<file path="src/rtl/cla_pkg.sv">
package cla_pkg;
  localparam int unsigned CLA_GRP_W = 4;
  localparam int unsigned CLA_N_GRP = 4;

  typedef struct packed {
    logic gen;
    logic prop;
  } gp_pair_t;
endpackage

</file>
<file path="src/rtl/cla_bit_terms.sv">
module cla_bit_terms #(
  parameter int unsigned WIDTH = 16
) (
  input  logic [WIDTH-1:0] a_i,
  input  logic [WIDTH-1:0] b_i,
  output logic [WIDTH-1:0] gen_o,
  output logic [WIDTH-1:0] prop_o
);
  for (genvar i = 0; i < WIDTH; i++) begin : g_bit
    cla_pkg::gp_pair_t pair;
    assign pair.gen  = a_i[i] & b_i[i];
    assign pair.prop = a_i[i] ^ b_i[i];
    assign gen_o[i]  = pair.gen;
    assign prop_o[i] = pair.prop;
  end
endmodule

</file>
<file path="src/rtl/cla_lookahead.sv">
module cla_lookahead #(
  parameter int unsigned ARITY = 4
) (
  input  logic [ARITY-1:0] gen_i,
  input  logic [ARITY-1:0] prop_i,
  input  logic             cin_i,
  output logic [ARITY-1:0] carry_o,
  output logic             grp_gen_o,
  output logic             grp_prop_o
);
  logic [ARITY-1:0] carry_q;
  logic             ggen;
  logic             gprop;

  always_comb begin
    for (int k = 0; k < ARITY; k++) begin
      logic cv;
      logic term;
      cv = 1'b0;
      for (int j = 0; j < k; j++) begin
        term = gen_i[j];
        for (int m = j + 1; m < k; m++) term = term & prop_i[m];
        cv = cv | term;
      end
      term = cin_i;
      for (int m = 0; m < k; m++) term = term & prop_i[m];
      carry_q[k] = cv | term;
    end
  end

  always_comb begin
    ggen  = 1'b0;
    gprop = 1'b1;
    for (int j = 0; j < ARITY; j++) begin
      logic term;
      term = gen_i[j];
      for (int m = j + 1; m < ARITY; m++) term = term & prop_i[m];
      ggen  = ggen | term;
      gprop = gprop & prop_i[j];
    end
  end

  assign carry_o    = carry_q;
  assign grp_gen_o  = ggen;
  assign grp_prop_o = gprop;
endmodule

</file>
<file path="src/rtl/cla_sum_xor.sv">
module cla_sum_xor #(
  parameter int unsigned WIDTH = 16
) (
  input  logic [WIDTH-1:0] prop_i,
  input  logic [WIDTH-1:0] carry_i,
  output logic [WIDTH-1:0] sum_o
);
  for (genvar i = 0; i < WIDTH; i++) begin : g_sum
    assign sum_o[i] = prop_i[i] ^ carry_i[i];
  end
endmodule

</file>
<file path="src/rtl/cla16_adder.sv">
module cla16_adder #(
  parameter int unsigned GRP_W = cla_pkg::CLA_GRP_W,
  parameter int unsigned N_GRP = cla_pkg::CLA_N_GRP,
  localparam int unsigned WIDTH = GRP_W * N_GRP
) (
  input  logic [WIDTH-1:0] a_i,
  input  logic [WIDTH-1:0] b_i,
  input  logic             cin_i,
  output logic [WIDTH-1:0] sum_o,
  output logic             cout_o,
  output logic             blk_g_o,
  output logic             blk_p_o
);
  logic [WIDTH-1:0] bit_gen;
  logic [WIDTH-1:0] bit_prop;
  logic [WIDTH-1:0] bit_carry;
  logic [N_GRP-1:0] grp_gen;
  logic [N_GRP-1:0] grp_prop;
  logic [N_GRP-1:0] grp_cin;
  logic             top_gen;
  logic             top_prop;

  cla_bit_terms #(.WIDTH(WIDTH)) terms_i (
    .a_i   (a_i),
    .b_i   (b_i),
    .gen_o (bit_gen),
    .prop_o(bit_prop)
  );

  for (genvar k = 0; k < N_GRP; k++) begin : g_grp
    logic [GRP_W-1:0] c_loc;
    logic             gg;
    logic             gpp;
    cla_lookahead #(.ARITY(GRP_W)) la_i (
      .gen_i     (bit_gen[k*GRP_W +: GRP_W]),
      .prop_i    (bit_prop[k*GRP_W +: GRP_W]),
      .cin_i     (grp_cin[k]),
      .carry_o   (c_loc),
      .grp_gen_o (gg),
      .grp_prop_o(gpp)
    );
    assign bit_carry[k*GRP_W +: GRP_W] = c_loc;
    assign grp_gen[k]  = gg;
    assign grp_prop[k] = gpp;
  end

  cla_lookahead #(.ARITY(N_GRP)) top_la_i (
    .gen_i     (grp_gen),
    .prop_i    (grp_prop),
    .cin_i     (cin_i),
    .carry_o   (grp_cin),
    .grp_gen_o (top_gen),
    .grp_prop_o(top_prop)
  );

  cla_sum_xor #(.WIDTH(WIDTH)) sum_i (
    .prop_i (bit_prop),
    .carry_i(bit_carry),
    .sum_o  (sum_o)
  );

  assign cout_o  = top_gen | (top_prop & cin_i);
  assign blk_g_o = top_gen;
  assign blk_p_o = top_prop;
endmodule

</file>
<file path="config.mk">
export PLATFORM = sky130hd
export DESIGN_NAME = cla16_adder
export DESIGN_NICKNAME = d
export VERILOG_FILES = /design/src/rtl/cla_pkg.sv /design/src/rtl/cla_bit_terms.sv /design/src/rtl/cla_lookahead.sv /design/src/rtl/cla_sum_xor.sv /design/src/rtl/cla16_adder.sv
export SDC_FILE = /design/constraint.sdc
export NUM_CORES = 1
export LEC_CHECK = 0
export BUFFER_PORTS_ARGS = -buffer_cell sky130_fd_sc_hd__buf_2
export CAP_MARGIN = 20
export CORE_MARGIN = 5
export CORE_UTILIZATION = 45
export DETAILED_ROUTE_END_ITERATION = 10
export PLACE_DENSITY = 0.88
export SETUP_SLACK_MARGIN = 0.3
export SLEW_MARGIN = 20
export SYNTH_ARGS = -nofsm -noshare
export SYNTH_HDL_FRONTEND = slang
export SYNTH_SLANG_ARGS = --single-unit
</file>
<file path="constraint.sdc">
create_clock -name vclk -period 4.6
set_input_delay 0.23 -clock vclk [all_inputs]
set_output_delay 0.23 -clock vclk [all_outputs]
set_load 0.01 [all_outputs]
</file>
==> flow_summary.toml <==
[die]
rows = 14
dieArea_um2 = 2480
io_pins = 52
die-height_um = 49.8
fp.dieW_um = 49.8
core-area_um2 = 1510
initial_core_util = 0.473

[synth]
synth_area_per_cell_um2 = 8.20
synth_area_leaders = "ha_1 (35%), fa_1 (11%), o21a_1 (8.4%), xnor2_1 (6.1%), nor2_1 (5.3%)"
synth_top_area_cell = "ha_1"
synthCells = 87
yosysUniqueCellTypes = 21
syn_area_um2 = 713
synth_commonest_cells = "ha_1 (20), nor2_1 (10), o21a_1 (8)"
ys_seq_area_frac = 0
ys_warn_count = 0
synth_top_area_frac = 0.351
syn-num-nets = 144
synth_most_common_cell = "ha_1"

[global_route]
grt_pass1_vias = 785
grtUsageTotal = 0.139
grt_pass1_wl_um = 2990
grt_max_degree = 6
grt-ovfl-total = 0
antenna_found_initial = 0

[sta]
slew_viol_final = 0
slew_headroom = 0.824
setup_violations = 0
rsz0062_at_grt = "no"
period_needed_ns = 2.59
tightestPinTransition_ns = 0.265
setup_tns_ns = 0
hold_viol = 0
fmaxAchievable_ghz = 0.386
fin_crit_sh = 0.563

[cts]
post_cts_resized = 0
post_cts_buffers = 0
hold_buffers = 0

[critical_path]
worstPathMaxFanout = 4
worstSetupPathType = "in -> out"
crit_path_end_kind = "output pin"
slowest_stage = "ha_1"
cp.buffers_inverters = 2
slowest_delay_ns = 0.34
critical-path-top-delay-family = "compound AO/OA/AOI/OAI gates"
worstPathCellList = "buf_2 -> ha_1 -> a21oi_1 -> o221ai_2 -> a21oi_2 -> o21bai_1 -> ha_1 -> o21a_1 -> o21a_1 -> nor2_1 -> xnor2_1 -> buf_2"
cp.arrival_ns = 2.36
required_ns = 4.37
crit_path_start_kind = "input port"

[layout]
layout.cells.non_filler = 155
syn2layout_area_growth_pct = 39.3
seq_cells = 0
final_nets = 198
nClkBuffers = 0
regArea_um2 = 0
diodes = 0
drive_gt1_frac = 0.410

[routing]
wl_per_cell_um = 11.4
drc_errors = 0
routed_wirelength_um = 1770
via_per_inst = 5.23
ant_nets = 0
drtIter0Drc = 8
drt-pass1-iter-count = 4
num_vias = 810

[flow_run]
maxCapViolCount = 0

[power]
p_int_mw = 0.0705
p_switching_mw = 0.0795
p_seq_frac = 0
p_comb_frac = 1.000
p_leak_nw = 0.543
p_per_area_nw_per_um2 = 151
p_sw_frac = 0.530
p_clk_frac = 0
ir_drop_mv = 0.0746

[status]
status = "complete, no violations"

[placed_design]
finalWeightedCongestion = 0.786
dp_hpwl_um = 1680
post-place-cells = 155
port_buffers = 52

[min_path]
hp-class = "in -> out"
## cell usage in the layout (no fill, tap or decap)
| master | instances |
|---|---|
| xor2_1 | 3 |
| a21oi_2 | 1 |
| xnor2_1 | 5 |
| buf_2 | 52 |
| nor4_1 | 1 |
| inv_1 | 5 |
| and4_4 | 1 |
| nand2_1 | 5 |
| nor2_1 | 10 |
| a21o_1 | 2 |
| nand4_1 | 2 |
| nand2_2 | 1 |
| fa_1 | 4 |
| o21ai_0 | 1 |
| nor3_1 | 4 |
| o21bai_1 | 1 |
| a21oi_1 | 7 |
| o221ai_2 | 1 |
| o21a_1 | 8 |
| o21ai_1 | 4 |
| a221oi_2 | 1 |
| ha_1 | 20 |
## through the flow
step                setup WS (ns)  utilization  hold WS [ns]  instance area, um2  total power [mW]
finish                       2.01        0.659         0.829                 993             0.150
floorplan                    2.35            -         0.648                 713            0.0969
CTS                          2.00        0.659         0.831                 993             0.152
global placement             2.08        0.659         0.833                 993             0.148
detailed placement           2.01        0.659         0.831                 993             0.151
global route                 1.82        0.659         0.856                 993             0.168
## path summary, 6_finish.rpt
path,startpoint,to,slack [ns],depth (start not counted)
max,a_i[1],sum_o[15],2.01,12
min,b_i[8],sum_o[8],0.83,3
## cell type report
cell class / instances / area (um2)
multi-input cells: 82 / 694
fillers: 138 / 513
repair buffers: 52 / 260
well taps: 16 / 20.0
inverters: 5 / 18.8
## layer usage
metal	vias to the layer above	wire length [um]	GRT usage
li1	423	-	-
met1	355	652	0.156
met2	32	939	0.278
met3	0	179	0.0271
met4	0	0	0
met5	-	0	0
## power groups by stage
stage                     clock [mW]  combinational [mW]  sequential [mW]
after detailed placement           0               0.151                0
after CTS                          0               0.152                0
final                              0               0.150                0
after global placement             0               0.148                0
after floorplan                    0              0.0969                0
after global routing               0               0.168                0
## cells by family (layout without fill, tap and decap cells)
group           Yosys count  after routing  synth area share
xor+xnor                  8              8            0.0982
fa+ha+maj                24             24             0.463
compound gates           26             26             0.254
buf+inv                   5             57            0.0263
simple gates             24             24             0.158
No activity file was read; power rests on OpenSTA's default activity.
